$ cat config.mk
export PLATFORM = sky130hd
export DESIGN_NAME = uart_frame_tx
export DESIGN_NICKNAME = d
export VERILOG_FILES = /design/src/rtl/uft_pkg.sv /design/src/rtl/uft_slot_timer.sv /design/src/rtl/uft_char_shifter.sv /design/src/rtl/uft_tx_ctrl.sv /design/src/rtl/uart_frame_tx.sv
export SDC_FILE = /design/constraint.sdc
export NUM_CORES = 1
export LEC_CHECK = 0
export CORE_ASPECT_RATIO = 1.1
export CORE_UTILIZATION = 45
export CTS_CLUSTER_DIAMETER = 40
export DETAILED_ROUTE_END_ITERATION = 8
export PLACE_DENSITY = 0.68
export SLEW_MARGIN = 20
export SYNTH_ARGS = -nofsm -noshare
export SYNTH_HDL_FRONTEND = slang
export SYNTH_HIERARCHICAL = 1
export SYNTH_SLANG_ARGS = --single-unit
$ cat constraint.sdc
create_clock -name clk -period 4 [get_ports clk]
set_input_delay 0.6 -clock clk [delete_from_list [all_inputs] [get_ports clk]]
set_output_delay 0.6 -clock clk [all_outputs]
set_load 0.1 [all_outputs]
$ cat src/rtl/uft_pkg.sv
package uft_pkg;

    localparam int CTRL_W        = 8;
    localparam int LEN_CODE_W    = 2;
    localparam int MIN_CHAR_BITS = 5;
    localparam int MAX_CHAR_BITS = MIN_CHAR_BITS + (1 << LEN_CODE_W) - 1;

    typedef enum logic [2:0] {
        ST_IDLE,
        ST_START,
        ST_DATA,
        ST_PARITY,
        ST_STOP,
        ST_STOP_EXT
    } tx_state_t;

    typedef struct packed {
        logic                  brk;
        logic                  stop_x;
        logic                  forced;
        logic                  even;
        logic                  par_on;
        logic [LEN_CODE_W-1:0] len_code;
    } line_cfg_t;

    function automatic line_cfg_t decode_ctrl(input logic [CTRL_W-2:0] b);
        line_cfg_t c;
        c.len_code = b[LEN_CODE_W-1:0];
        c.par_on   = b[2];
        c.even     = b[3];
        c.forced   = b[4];
        c.stop_x   = b[5];
        c.brk      = b[6];
        return c;
    endfunction

    function automatic int char_bits(input logic [LEN_CODE_W-1:0] code);
        return MIN_CHAR_BITS + int'(code);
    endfunction

    function automatic logic parity_of(input logic [MAX_CHAR_BITS-1:0] d,
                                       input int n,
                                       input logic even,
                                       input logic forced);
        logic acc;
        acc = 1'b0;
        for (int i = 0; i < MAX_CHAR_BITS; i++) begin
            if (i < n) acc = acc ^ d[i];
        end
        if (forced) return ~even;
        return even ? acc : ~acc;
    endfunction

endpackage

$ cat src/rtl/uft_slot_timer.sv
module uft_slot_timer #(
    parameter int TICKS_PER_BIT = 16
) (
    input  logic clk,
    input  logic rst_n,
    input  logic tick_i,
    input  logic hold_i,
    input  logic half_i,
    output logic slot_end_o
);

    localparam int CNT_W = (TICKS_PER_BIT > 2) ? $clog2(TICKS_PER_BIT) : 1;
    localparam int HALF_TICKS = (TICKS_PER_BIT / 2 > 0) ? TICKS_PER_BIT / 2 : 1;
    localparam logic [CNT_W-1:0] FULL_LAST = CNT_W'(TICKS_PER_BIT - 1);
    localparam logic [CNT_W-1:0] HALF_LAST = CNT_W'(HALF_TICKS - 1);

    logic [CNT_W-1:0] cnt;
    logic [CNT_W-1:0] limit;

    assign limit      = half_i ? HALF_LAST : FULL_LAST;
    assign slot_end_o = tick_i && !hold_i && (cnt == limit);

    always_ff @(posedge clk) begin
        if (!rst_n) begin
            cnt <= '0;
        end else if (hold_i) begin
            cnt <= '0;
        end else if (tick_i) begin
            cnt <= slot_end_o ? '0 : cnt + 1'b1;
        end
    end

endmodule

$ cat src/rtl/uft_char_shifter.sv
module uft_char_shifter
    import uft_pkg::*;
(
    input  logic                     clk,
    input  logic                     rst_n,
    input  logic                     load_i,
    input  logic                     shift_i,
    input  logic [MAX_CHAR_BITS-1:0] data_i,
    input  logic [LEN_CODE_W-1:0]    len_code_i,
    input  logic                     even_i,
    input  logic                     forced_i,
    output logic                     bit_o,
    output logic                     last_o,
    output logic                     parity_o
);

    localparam int LEFT_W = $clog2(MAX_CHAR_BITS + 1);

    logic [MAX_CHAR_BITS-1:0] shreg;
    logic [LEFT_W-1:0]        left;
    logic                     par_q;

    always_ff @(posedge clk) begin
        if (!rst_n) begin
            shreg <= '0;
            left  <= '0;
            par_q <= 1'b0;
        end else if (load_i) begin
            shreg <= data_i;
            left  <= LEFT_W'(char_bits(len_code_i));
            par_q <= parity_of(data_i, char_bits(len_code_i), even_i, forced_i);
        end else if (shift_i) begin
            shreg <= {1'b0, shreg[MAX_CHAR_BITS-1:1]};
            left  <= left - 1'b1;
        end
    end

    assign bit_o    = shreg[0];
    assign last_o   = (left == LEFT_W'(1));
    assign parity_o = par_q;

endmodule

$ cat src/rtl/uft_tx_ctrl.sv
module uft_tx_ctrl
    import uft_pkg::*;
(
    input  logic clk,
    input  logic rst_n,
    input  logic valid_i,
    input  logic slot_end_i,
    input  logic last_data_i,
    input  logic par_on_i,
    input  logic stop_x_i,
    input  logic short_char_i,
    input  logic data_bit_i,
    input  logic parity_bit_i,
    output logic load_o,
    output logic shift_o,
    output logic hold_o,
    output logic half_o,
    output logic line_o,
    output logic ready_o,
    output logic busy_o
);

    tx_state_t state;
    tx_state_t nxt;

    // state register
    always_ff @(posedge clk) begin
        if (!rst_n) state <= ST_IDLE;
        else        state <= nxt;
    end

    // transitions
    always_comb begin
        nxt = state;
        unique case (state)
            ST_IDLE:     if (valid_i)    nxt = ST_START;
            ST_START:    if (slot_end_i) nxt = ST_DATA;
            ST_DATA:     if (slot_end_i && last_data_i)
                             nxt = par_on_i ? ST_PARITY : ST_STOP;
            ST_PARITY:   if (slot_end_i) nxt = ST_STOP;
            ST_STOP:     if (slot_end_i) nxt = stop_x_i ? ST_STOP_EXT : ST_IDLE;
            ST_STOP_EXT: if (slot_end_i) nxt = ST_IDLE;
            default:     nxt = ST_IDLE;
        endcase
    end

    // outputs
    always_comb begin
        load_o  = 1'b0;
        shift_o = 1'b0;
        hold_o  = 1'b0;
        half_o  = 1'b0;
        line_o  = 1'b1;
        ready_o = 1'b0;
        busy_o  = 1'b1;
        unique case (state)
            ST_IDLE: begin
                hold_o  = 1'b1;
                ready_o = 1'b1;
                busy_o  = 1'b0;
                load_o  = valid_i;
            end
            ST_START: line_o = 1'b0;
            ST_DATA: begin
                line_o  = data_bit_i;
                shift_o = slot_end_i && !last_data_i;
            end
            ST_PARITY:   line_o = parity_bit_i;
            ST_STOP:     line_o = 1'b1;
            ST_STOP_EXT: half_o = short_char_i;
            default: begin
                hold_o = 1'b1;
                busy_o = 1'b0;
            end
        endcase
    end

endmodule

$ cat src/rtl/uart_frame_tx.sv
module uart_frame_tx
    import uft_pkg::*;
#(
    parameter int TICKS_PER_BIT = 16
) (
    input  logic                     clk,
    input  logic                     rst_n,
    input  logic                     tick_i,
    input  logic [CTRL_W-1:0]        line_ctrl_i,
    input  logic [MAX_CHAR_BITS-1:0] tx_data_i,
    input  logic                     tx_valid_i,
    output logic                     tx_ready_o,
    output logic                     serial_o,
    output logic                     busy_o
);

    line_cfg_t live_cfg;
    logic      unused_ctrl_top;

    logic par_on_q, stop_x_q, short_q;
    logic load, shift, hold, half, slot_end;
    logic data_bit, last_data, parity_bit, line;

    assign live_cfg        = decode_ctrl(line_ctrl_i[CTRL_W-2:0]);
    assign unused_ctrl_top = line_ctrl_i[CTRL_W-1];

    // framing fields captured at acceptance
    always_ff @(posedge clk) begin
        if (!rst_n) begin
            par_on_q <= 1'b0;
            stop_x_q <= 1'b0;
            short_q  <= 1'b1;
        end else if (load) begin
            par_on_q <= live_cfg.par_on;
            stop_x_q <= live_cfg.stop_x;
            short_q  <= (live_cfg.len_code == '0);
        end
    end

    uft_slot_timer #(.TICKS_PER_BIT(TICKS_PER_BIT)) u_slot (
        .clk        (clk),
        .rst_n      (rst_n),
        .tick_i     (tick_i),
        .hold_i     (hold),
        .half_i     (half),
        .slot_end_o (slot_end)
    );

    uft_char_shifter u_shift (
        .clk        (clk),
        .rst_n      (rst_n),
        .load_i     (load),
        .shift_i    (shift),
        .data_i     (tx_data_i),
        .len_code_i (live_cfg.len_code),
        .even_i     (live_cfg.even),
        .forced_i   (live_cfg.forced),
        .bit_o      (data_bit),
        .last_o     (last_data),
        .parity_o   (parity_bit)
    );

    uft_tx_ctrl u_ctrl (
        .clk          (clk),
        .rst_n        (rst_n),
        .valid_i      (tx_valid_i),
        .slot_end_i   (slot_end),
        .last_data_i  (last_data),
        .par_on_i     (par_on_q),
        .stop_x_i     (stop_x_q),
        .short_char_i (short_q),
        .data_bit_i   (data_bit),
        .parity_bit_i (parity_bit),
        .load_o       (load),
        .shift_o      (shift),
        .hold_o       (hold),
        .half_o       (half),
        .line_o       (line),
        .ready_o      (tx_ready_o),
        .busy_o       (busy_o)
    );

    // break overrides the pin only
    assign serial_o = live_cfg.brk ? 1'b0 : line;

endmodule

# Yosys cells after proc, flatten, opt, wreduce, memory -nomap -nowiden
# Cells that the tools add are included.
# classes
reduce_logical,11
add_sub_neg,3
eq_ne,13
order_cmp,8
n_bitwise,9
n_mux,52
# ops
operator,n
less-than comparator 4 x 32 -> 1 bit (first input constant),4
less-than comparator 3 x 32 -> 1 bit (first input constant),2
two-way mux 1 bit,36
less-than comparator 1 x 32 -> 1 bit (first input constant),1
less-than comparator 2 x 32 -> 1 bit (first input constant),1
two-way mux 3 bit,8
case mux 3 bit (6 select lines),1
two-way mux 4 bit,4
two-way mux 8 bit,2
inequality test 2 x 1 -> 1 bit (second input constant),5
bitwise XOR 1 bit,7
== test 3 x 2 -> 1 bit (second input constant),2
== test 3 bit (second input constant),2
AND reduction 6 bit,1
OR reduction 5 bit,1
adder 3 x 2 -> 4 bit (first input constant),1
adder 4 x 1 -> 4 bit (second input constant),1
== test 4 x 1 -> 1 bit (second input constant),1
== test 4 bit,1
logical AND 1 bit,4
subtractor 4 x 1 -> 4 bit (second input constant),1
== test 3 x 1 -> 1 bit (second input constant),1
zero test 3 bit,1
case mux 1 bit (3 select lines),1
6 further kinds,7
# totals
reg_bits,23
input_bits,20
out_inout_bits,3
elab_cells,104

# Logic depth before layout (Yosys ltp)
# Gate-level depths: netlist (run 1).
# logic_depth
word_depth,36
ltp_mapped,10
ltp_nobuf,9

# Cells and area by module
# Netlist (run 1), hierarchy kept.
# modules_own_cells
mod,area_per_inst_um2,n_inst,seq_area_each_um2,cells_each
uft_char_shifter,782.0,1,260.2,92
uft_tx_ctrl,275.3,1,60.1,35
uft_slot_timer,209.0,1,80.1,20
uart_frame_tx,125.1,1,60.1,11

# Worst setup path before layout (run 1)
# No wires, ideal clock.
# synth_path
path_type,register to register
startpoint,register u_ctrl.state[2]
endpoint,register u_ctrl.state[1]
synth_period_minus_slack_ps,3905
setup_ps,120
path_buffers,0
required_time_ps,3880
arrival_time_ps,3785
path_slack_ps,95
path_stages_with_launch,9
path_cell_list,dfxtp_1 -> nor3_1 -> a21o_1 -> nand4b_1 -> nor2_2 -> o21a_1 -> a221o_1 -> and4b_1 -> o31a_1
# synth_between
elab_chain_len,8
word_cells_on_any_way,21
cone_classes,12 x eq/ne; 3 x mux; 6 x reduce/logical
# synth_lines
item,line_no,text
"start, declared",uft_tx_ctrl.sv:23,tx_state_t state;
"start signal, assigned",uft_tx_ctrl.sv:29,else state <= nxt;
== test 3 bit,uft_tx_ctrl.sv:56,unique case (state)
two-way mux 1 bit,uft_tx_ctrl.sv:56,
two-way mux 4 bit,uft_slot_timer.sv:20,assign limit = half_i ? HALF_LAST : FULL_LAST;
== test 4 bit,uft_slot_timer.sv:21,assign slot_end_o = tick_i && !hold_i && (cnt == limit);
logical AND 1 bit (*),uft_slot_timer.sv:21,
via slot_end,uart_frame_tx.sv:21,"logic load, shift, hold, half, slot_end;"
logical AND 1 bit,uft_tx_ctrl.sv:38,ST_DATA: if (slot_end_i && last_data_i)
inequality test 2 x 1 -> 1 bit (no line),n/a,
AND reduction 6 bit (no line) (*),n/a,
# Mark *: on every way through the listed nets, which the timed path passes. The rest lies on a longest branch.
# A chain may end at the register's enable or synchronous reset.

# Final worst setup path (run 1)
# layout_path
startpoint,register u_ctrl.state[2]
endpoint,output busy_o
# layout_between
elab_chain_len,3
word_cells_on_any_way,7
cone_classes,5 x eq/ne; 1 x mux; 1 x reduce/logical
# layout_lines
item,line_no,text
== test 3 x 1 -> 1 bit (tied with other cells),uft_tx_ctrl.sv:56,
OR reduction 5 bit (no line) (*),n/a,
two-way mux 1 bit (*),uft_tx_ctrl.sv:56,
"end, declared",uart_frame_tx.sv:14,output logic busy_o
# Every way passes the cells marked *; elsewhere a longest branch is shown, timed or not.

==> metrics.md, run 1 <==
| Metric | Value |
|---|---|
| Status | complete, no violations |
| Worst-Margin Slew | 958 ps |
| Final setup vio count | 0 |
| CTS Sinks | 23 |
| Critical path endpoint | busy_o |
| Placement Setup Slack | 1100 ps |
| Filler cell count | 282 |
| Via count | 1,124 |
| Largest cells by area after synthesis | dfxtp_1, mux2i_1, ha_1, xnor2_1, and2_1 |
| Distinct cells, synth | 43 |
| Post-CTS sizing | 0 |
| GRT overflow | 0 |
| Largest net degree at the start of global routing | 31 |
| Worst R2R Start | u_ctrl/state[2]$_SDFFE_PN0P_ |
| Setup TNS | 0 ps |
| DRT Pass-1 Iters | 4 |
| Worst Skew | 9.65 ps |
| Reg clk slew, reported paths | 120 ps |
| Syn Inst Count | 158 |
| Chip Height | 60.3 µm |
| Pwr Total | 0.000742 W |
| Internal power | 0.000432 W |
| Clock Latency Late Sink | 310 ps |
| Buf+Inv Stages, Crit Path | 2 |
| EDFF count, synth | 0 |
| Shortest period the worst path allows | 3020 ps |
| Antenna fix cells | 0 |
| Post-Syn Nets | 184 |
| Slowest cell on the critical path | clkdlybuf4s50_1 |
| Critical path class | flop to primary output |
| Buffers on Ports | 21 |
| Critical Path Start | u_ctrl/state[2]$_SDFFE_PN0P_ |
| R2R cell count | 10 |
| CP Max Fanout | 12 |
| Async SR Flop Fraction | 0% |
| Total core area | 2850 µm² |
| CTS buffer count | 3 |
| Mean number of vias per cell | 5.35 |
| Slew Limit Fails | 0 |
| First-pass GRT wire length | 4420 µm |
| RSZ-0062 raised after global routing | no |
| Yosys top cell area share | 33.1% |
| IO Pins | 23 |
| Yosys warns | 6 |
| PwrDens | 451 nW/µm² |
| Area growth syn-to-layout | 18.1% |
| Slew headroom | 35.9% |
| WP data arrival | 2420 ps |
| CP Capture Type | primary output |
| Vias in the first global route | 1,069 |
| Critical path's largest stage delay | 1110 ps |
| Drt drc | 0 |
| Die area | 3320 µm² |
| Net switching power | 0.000309 W |
| Hold_buf cts | 0 |
| GRT Total Usage | 18.4% |
| Row count | 20 |
| Final Hold Vio Count | 0 |
| Final GP Congestion | 0.760 |
| Initial antenna violation count | 0 |
| Layout cells sized above 1 | 7.34% |
| Final WL | 2570 µm |
| Fmax | 331 MHz |
| CTS root buf | clkbuf_4 |
| Chip width | 55.0 µm |
| R2R setup slack | 1310 ps |
| Cell family with most CP delay | buffers and inverters |
| Combinational power share | 44.9% |
| Initial DRC count | 25 |
| Most frequent cells in the layout | dfxtp_1, clkdlybuf4s50_1, nand2_1 |
| Leading cell type in the layout, fill and taps excluded | dfxtp_1 |
| Sequential share of the synthesized area | 33.1% |
| Register bit total from synthesis | 23 |
| VDD IR max | 0.459 mV |
| Mean Syn Cell Area | 8.81 µm² |
| CP required | 3400 ps |
| Crit-path cells | nor3_1 > a21o_1 > inv_1 > clkdlybuf4s50_1 |
| H-tree levels | 1 |
| Layout Nets | 204 |
| Leak | 0.631 nW |
| CTS tree | done |
| Clock share of power | 14.6% |
| Avg WL per Cell | 12.2 µm |
| Max Cap Viol | 0 |
| Seq pwr share | 40.4% |
| Final worst slack | 983 ps |
| Synth area leader | dfxtp_1 |
| Post-CTS setup buffers | 0 |
| Min-delay worst type | flop to flop |
| Post-Syn Area | 1390 µm² |
| Post-detail-place hpwl | 1850 µm |
| Starting density of the core | 48.8% |
| Crit. path cell count | 4 |
| Clk buf depth | 2 |
| Post-DRT Antenna Nets | 0 |
| Sw Ratio | 41.7% |
| Main synth FF type | dfxtp_1 |
| Final Cycle Share | 75.4% |
| Worst R2R End | u_shift/left[3]$_SDFFE_PN0P_ |
| Critical Path Start Type | flop |
[cell families after synthesis]
kind of cell,Yosys count,share of synthesized area [%]
simple gates,62,26.1
buf+inv,16,5.49
xor+xnor,12,7.55
mux,11,7.91
compound gates,28,14.5
fa+ha+maj,6,5.40
flops,23,33.1
[worst min path at each step]
stage / start / endpoint / slack, ps / cells past startpoint
after CTS: u_shift/parity_o$_SDFFE_PN0P_ / u_shift/parity_o$_SDFFE_PN0P_ / 520 / 2
after global placement: u_shift/parity_o$_SDFFE_PN0P_ / u_shift/parity_o$_SDFFE_PN0P_ / 490 / 2
after floorplan: short_q$_SDFFE_PN1P_ / short_q$_SDFFE_PN1P_ / 460 / 2
after global routing: u_shift/parity_o$_SDFFE_PN0P_ / u_shift/parity_o$_SDFFE_PN0P_ / 570 / 2
after detailed placement: u_shift/parity_o$_SDFFE_PN0P_ / u_shift/parity_o$_SDFFE_PN0P_ / 500 / 2
final: u_shift/parity_o$_SDFFE_PN0P_ / u_shift/parity_o$_SDFFE_PN0P_ / 520 / 2
[metal layers]
| metal | global-route usage [%] | vias to the layer above | share of wire (%) |
|---|---|---|---|
| met4 | 7.50 | 0 | 0.82 |
| met2 | 32.5 | 14 | 50 |
| met1 | 21.8 | 528 | 46 |
| met5 | 0 | - | 0 |
| li1 | - | 580 | - |
| met3 | 2.29 | 2 | 2.6 |
[per-stage QoR]
stage / utilization (%) / hold WS (ps) / cell area (µm²) / std cells
2_1_floorplan: - / 456 / 1390 / 158
3_3_place_gp: 56.6 / 493 / 1620 / 206
3_5_place_dp: 56.6 / 498 / 1620 / 206
4_1_cts: 57.6 / 521 / 1640 / 210
5_1_grt: 57.6 / 571 / 1640 / 210
6_report: 57.6 / 522 / 1640 / 210
[cells in the mapped netlist (2+ instances only)]
cell type  instances
inv_1              7
ha_1               6
nand3b_1           2
nor2_1             6
nand3_1            2
o21ai_0           11
mux2i_1           11
nand2_1           14
and2_1             9
a21oi_1            2
nor3_1             2
a21o_1             2
xnor2_1            8
buf_6              2
clkbuf_1           5
dfxtp_1           23
o211a_1            3
nand2b_1           4
nor3b_1            2
xor2_1             4
nor4b_1            2
nor2b_1            9
o211ai_1           2
[power groups by stage]
stage | clock (W) | sequential, W | combinational, W
floorplan | 0 | 0.000285 | 0.000283
global placement | 0 | 0.000304 | 0.000327
CTS | 0.000115 | 0.000300 | 0.000335
global route | 0.000124 | 0.000305 | 0.000364
finish | 0.000109 | 0.000300 | 0.000333
detailed placement | 0 | 0.000305 | 0.000334
[worst reg2reg max path: stages, from the launching register on]
cell	delay (ps)
dfxtp_1	570
nor3_1	170
a21o_1	200
nand4b_1	190
nor2_2	240
nor4b_2	240
buf_4	260
nor4b_1	320
xnor2_1	160
o21ai_0	90
and2_1	160
[registers in the layout (all words and copies together), names as in the netlist]
signal and count:
u_shift/shreg 8, u_shift/left 4, u_slot/cnt 4, u_ctrl/state 3, par_on_q 1, short_q 1
stop_x_q 1, u_shift/parity_o 1
[layout make-up]
| cell class | count | area, µm² | area share [%] |
|---|---|---|---|
| clock buffers | 3 | 22.5 | 1.37 |
| clock inverters | 1 | 5.00 | 0.305 |
| inverters | 8 | 30.0 | 1.83 |
| multi-input cells | 119 | 861 | 52.4 |
| flip-flops and latches | 23 | 460 | 28.0 |
| well taps | 33 | 41.3 | 2.51 |
| repair buffers | 23 | 223 | 13.6 |
Note: power is estimated with default switching activity, not from simulation.
==> run 2, diff against run 1 <==
- clock period: 4 -> 3 ns (I/O delays scaled with it)
==> run 2 against run 1 <==
Against the previous run: sequential share of layout area decreased by 0.11 points; first-iteration DRC count decreased by 16%; cell area grew 0.38%; die area unchanged; routed wire length grew 1.1%; clock-buffer cell count grew 1; register-to-register slack worse by 780 ps; worst setup slack worse by 460 ps; clock skew is 2.2 ps lower; clock power grew 30%; final cell count is 0.48% higher; via count shrank 0.80%; largest cell class unchanged; highest routed layer unchanged.
==> metrics.md, run 2 (synthesis results as in run 1) <==
| Metric | Value |
|---|---|
| Final worst slack | 525 ps (-458 ps) |
| Mean number of vias per cell | 5.28 (-1.3%) |
| VDD IR max | 0.488 mV (+6.2%) |
| Largest net degree at the start of global routing | 18 (-42%) |
| Post-CTS sizing | 0 (unchanged) |
| Max Cap Viol | 0 (unchanged) |
| H-tree levels | 1 (unchanged) |
| GRT overflow | 0 (unchanged) |
| CTS tree | done |
| Chip width | 55.0 µm (unchanged) |
| Initial DRC count | 21 (-16%) |
| Final Cycle Share | 82.5% |
| Post-detail-place hpwl | 1960 µm (+5.9%) |
| DRT Pass-1 Iters | 4 (unchanged) |
| Die area | 3320 µm² (unchanged) |
| Worst hold slack | 511 ps (-11.3 ps) |
| Final WL | 2590 µm (+1.1%) |
| Leak | 0.636 nW (+0.85%) |
| Cell family with most CP delay | simple AND/OR/NAND/NOR gates |
| CTS root buf | clkbuf_4 |
| Max reg flops | 8 (unchanged) |
| Area growth syn-to-layout | 18.5% |
| Crit-path cells | nor3_2 > a21o_1 > nand4b_1 > nor2_2 > nor4b_2 > nor4b_1 > xnor2_1 > o21ai_0 > and2_1 |
| Drt drc | 0 (unchanged) |
| IO Pins | 23 (unchanged) |
| Worst-Margin Slew | 582 ps (-376 ps) |
| Row count | 20 (unchanged) |
| Starting density of the core | 48.8% (unchanged) |
| First-pass GRT wire length | 4290 µm (-3.0%) |
| Post-CTS setup buffers | 0 (unchanged) |
| Post-DRT Antenna Nets | 0 (unchanged) |
| Util after Layout | 57.8% (+0.22 points) |
| Min-delay worst type | flop to flop |
| Layout cells sized above 1 | 8.99% (+1.6 points) |
| CTS buffer count | 3 (unchanged) |
| Final GP Congestion | 0.717 (-5.6%) |
| Shortest period the worst path allows | 2470 ps |
| CTS Sinks | 23 (unchanged) |
| Buffers on Ports | 21 (unchanged) |
| Most frequent cells in the layout | dfxtp_1, clkdlybuf4s50_1, nand2_1 |
| Worst Skew | 7.47 ps (-2.17 ps) |
| Final Hold Vio Count | 0 (unchanged) |
| CP required | 3210 ps (-190 ps) |
| Critical path's largest stage delay | 590 ps (-520 ps) |
| Buf+Inv Stages, Crit Path | 0 (-2) |
| Antenna fix cells | 0 (unchanged) |
| Layout Nets | 205 (+0.49%) |
| Avg WL per Cell | 12.3 µm (+0.57%) |
| Slew Limit Fails | 0 (unchanged) |
| CP Capture Type | flop |
| GRT Total Usage | 18.1% (-0.27 points) |
| Placement Setup Slack | 462 ps (-637 ps) |
| Biggest regs | u_shift/shreg (8), u_shift/left (4), u_slot/cnt (4) |
| Reg clk slew, reported paths | 120 ps (about the same) |
| Final setup vio count | 0 (unchanged) |
| Setup TNS | 0 ps (unchanged) |
| Hold_buf cts | 0 (unchanged) |
| Top reg by flops | u_shift/shreg |
| Chip Height | 60.3 µm (unchanged) |
| PwrDens | 600 nW/µm² (+33%) |
| Clock Latency Late Sink | 310 ps (about the same) |
| RSZ-0062 raised after global routing | no |
| WP data arrival | 2690 ps (+270 ps) |
| Slew headroom | 61.2% (+25 points) |
| Fmax | 404 MHz |
| R2R setup slack | 530 ps (-780 ps) |
| Critical path class | flop to flop |
| Clk buf depth | 2 (unchanged) |
| Status | complete, no violations |
| CP Max Fanout | 12 (unchanged) |
| Initial antenna violation count | 0 (unchanged) |
| Total core area | 2850 µm² (unchanged) |
| Critical Path Start Type | flop |
| Slowest cell on the critical path | dfxtp_1 |
| Leading cell type in the layout, fill and taps excluded | dfxtp_1 |
| Vias in the first global route | 1,028 (-3.8%) |
| Via count | 1,115 (-0.80%) |
-- run 2: cell types whose count changed in the layout (fill, tap and decap cells not counted), sizes merged --
cell,change
clkinv,-1
buf,+3
clkdlybuf4s50,-2
clkbuf,+1
-- run 2: layer usage --
layer / GRT usage [%] / up-vias / wire (µm)
met2: 32.0 / 16 / 1230
li1: - / 584 / -
met3: 2.29 / 4 / 77
met4: 8.57 / 0 / 35
met5: 0 / - / 0
met1: 20.9 / 511 / 1250
-- run 2: worst paths after layout --
path         depth (start not counted)                           end                    startpoint
max                                  9  u_shift/left[3]$_SDFFE_PN0P_  u_ctrl/state[2]$_SDFFE_PN0P_
min                                  2          short_q$_SDFFE_PN1P_          short_q$_SDFFE_PN1P_
max reg2reg                          9  u_shift/left[3]$_SDFFE_PN0P_  u_ctrl/state[2]$_SDFFE_PN0P_
min reg2reg                          2          short_q$_SDFFE_PN1P_          short_q$_SDFFE_PN1P_
-- run 2: layout make-up --
| class | count | area, µm² |
|---|---|---|
| Tap cell | 33 | 41.3 |
| Sequential cell | 23 | 460 |
| Clock buffer | 4 | 26.3 |
| Timing Repair Buffer | 24 | 225 |
| Inverter | 8 | 30.0 |
| Fill cell | 257 | 1200 |
| Multi-Input combinational cell | 119 | 866 |
-- run 2: metrics by stage --
stage | instance area [µm²] | total power, W | instances
5_1_grt | 1650 | 0.00106 | 211
6_report | 1650 | 0.000989 | 211
3_3_place_gp | 1620 | 0.000844 | 207
4_1_cts | 1650 | 0.00100 | 211
3_5_place_dp | 1620 | 0.000857 | 207
2_1_floorplan | 1400 | 0.000760 | 158
-- run 2: power by group --
group	switching (W)	internal, W	total [W]
clock network	0.0000897	0.0000519	0.000142
registers	0.0000487	0.000351	0.000400
logic	0.000274	0.000173	0.000447
total	0.000413	0.000576	0.000989
-- run 2: worst min-delay path, delay by kind of cell, from the launching register on --
kind | cells | cell delay (ps)
AND/OR/NAND/NOR | 1 | 70
AO/OA/AOI/OAI | 1 | 70
flip-flops | 1 | 350
==> run 3, diff against run 2 <==
- clock period: 3 -> 2.38 ns (I/O delays scaled with it)
==> run 3 against run 2 <==
Against the previous run: clock-buffer cell count unchanged; total power grew 32%; critical path depth unchanged; critical path type unchanged; largest power group unchanged.
==> metrics.md, run 3 (synthesis results as in run 1) <==
| Metric | Value |
|---|---|
| Worst hold slack | 521 ps (+10.1 ps) |
| Fmax | 464 MHz (+15%) |
| IO Pins | 23 (unchanged) |
| PwrDens | 752 nW/µm² (+25%) |
| Area growth syn-to-layout | 24.7% |
| Slew Limit Fails | 0 (unchanged) |
| Antenna fix cells | 0 (unchanged) |
| WP data arrival | 2370 ps (-320 ps) |
| CTS tree | done |
| Util after Layout | 60.8% (+3.0 points) |
| Total core area | 2850 µm² (unchanged) |
| Multi-input logic area | 881 µm² (+1.7%) |
| Via count | 1,167 (+4.7%) |
| Internal power | 0.000769 W (+33%) |
| Post-DRT Antenna Nets | 0 (unchanged) |
| Leading cell type in the layout, fill and taps excluded | dfxtp_1 |
| Drt drc | 0 (unchanged) |
| H-tree levels | 1 (unchanged) |
| Avg WL per Cell | 12.4 µm (+0.90%) |
| Final setup vio count | 0 (unchanged) |
| Row count | 20 (unchanged) |
| Starting density of the core | 48.8% (unchanged) |
| Biggest regs | u_shift/shreg (8), u_shift/left (4), u_slot/cnt (4) |
| Initial DRC count | 15 (-29%) |
| Initial antenna violation count | 0 (unchanged) |
| Combinational power share | 47.5% (+2.3 points) |
| Shortest period the worst path allows | 2160 ps (-319 ps) |
| Pwr Total | 0.00130 W (+32%) |
| Vias in the first global route | 1,129 (+9.8%) |
| Final GP Congestion | 0.710 (-1.0%) |
| Filler cell count | 254 (-1.2%) |
| CP Capture Type | flop |
| Reg clk slew, reported paths | 120 ps (about the same) |
| CTS root buf | clkbuf_4 |
| Clock share of power | 13.7% (-0.6 points) |
| Largest net degree at the start of global routing | 13 (-5) |
| Final WL | 2700 µm (+4.2%) |
| Most frequent cells in the layout | dfxtp_1, clkdlybuf4s50_1, nand2_1 |
| Die area | 3320 µm² (unchanged) |
| CP required | 2590 ps (-620 ps) |
| First-pass GRT wire length | 4800 µm (+12%) |
| Layout Nets | 212 (+3.4%) |
| Post-detail-place hpwl | 2080 µm (+6.0%) |
| Leak | 0.683 nW (+7.4%) |
| DRT Pass-1 Iters | 4 (unchanged) |
| Critical Path Start Type | flop |
| FF+latch area | 467 µm² (+1.4%) |
| Top reg by flops | u_shift/shreg |
| Slew headroom | 72.9% (+12 points) |
| Net switching power | 0.000536 W (+30%) |
| Chip width | 55.0 µm (unchanged) |
| Mean number of vias per cell | 5.35 (+1.3%) |
| Worst-Margin Slew | 406 ps (-176 ps) |
| CTS Sinks | 23 (unchanged) |
| Critical path class | flop to flop |
| Clk buf depth | 2 (unchanged) |
| Worst Skew | 2.38 ps (-5.09 ps) |
| VDD IR max | 0.714 mV (+46%) |
| Final Cycle Share | 90.6% (+8.1 points) |
| Buffers on Ports | 21 (unchanged) |
| Min-delay worst type | flop to flop |
| Max Cap Viol | 0 (unchanged) |
| Seq pwr share | 38.8% (-1.6 points) |
| CP Max Fanout | 12 (unchanged) |
| GRT overflow | 0 (unchanged) |
| Clock Latency Late Sink | 300 ps (about the same) |
| CTS buffer count | 3 (unchanged) |
| Sw Ratio | 41.1% (-0.63 points) |
| Chip Height | 60.3 µm (unchanged) |
| GRT Total Usage | 19.8% (+1.7 points) |
| Max reg flops | 8 (unchanged) |
| Status | complete, no violations |
| Design area | 1740 µm² (+5.2%) |
| Area after DPL | 1700 µm² (+4.6%) |
| Final Hold Vio Count | 0 (unchanged) |
| Hold_buf cts | 0 (unchanged) |
| Layout cells sized above 1 | 15.1% (+6.1 points) |
[run 3: critical path, stage by stage (launching register included)]
cell and delay [ps]:
dfxtp_4 430, nor3_4 70, a21o_1 190, nand4b_1 190, nor2_2 170, nor4b_2 290
buf_4 280, mux2i_1 190, o21ai_0 80, and2_1 170
[run 3: area by class of cell]
| class | count | area share, % |
|---|---|---|
| multi-input cells | 119 | 50.8 |
| inverters | 8 | 1.73 |
| flip-flops and latches | 23 | 26.9 |
| clock buffers | 4 | 1.51 |
| well taps | 33 | 2.38 |
| repair buffers | 31 | 16.7 |
[run 3: per-layer routing]
| metal | vias up | track usage [%] | part of all wire, % |
|---|---|---|---|
| met5 | - | 0 | 0 |
| met4 | 0 | 7.50 | 0.52 |
| met3 | 2 | 2.29 | 2.8 |
| met2 | 16 | 35.3 | 52 |
| met1 | 546 | 23.5 | 45 |
| li1 | 603 | - | - |
[run 3: power groups by stage]
stage          combinational (W)  clock, W  sequential [W]
2_1_floorplan           0.000483         0        0.000486
3_3_place_gp            0.000602         0        0.000509
3_5_place_dp            0.000620         0        0.000511
4_1_cts                 0.000623  0.000187        0.000502
5_1_grt                 0.000679  0.000203        0.000517
6_report                0.000619  0.000179        0.000506
[run 3: final timing paths]
check	cells after the start	slack, ps	endpoint	startpoint
worst max-delay path	9	220	u_shift/shreg[1]$_SDFFE_PN0P_	u_ctrl/state[0]$_SDFFE_PN0P_
worst min-delay path	2	520	u_shift/parity_o$_SDFFE_PN0P_	u_shift/parity_o$_SDFFE_PN0P_
worst max register to register	9	220	u_shift/shreg[1]$_SDFFE_PN0P_	u_ctrl/state[0]$_SDFFE_PN0P_
worst min register to register	2	520	u_shift/parity_o$_SDFFE_PN0P_	u_shift/parity_o$_SDFFE_PN0P_
[run 3: through the flow]
step	instances	TNS, ps	setup slack [ps]
floorplan	158	-191	-137
global placement	214	0	139
detailed placement	214	0	118
CTS	218	0	163
global route	218	-42.1	-23.9
finish	218	0	224
[run 3: repair_timing]
item	4_1_cts	5_1_grt
setup endpoints to repair	0	9
setup buffers	0	0
resized for setup	0	4
hold endpoints to repair	0	0
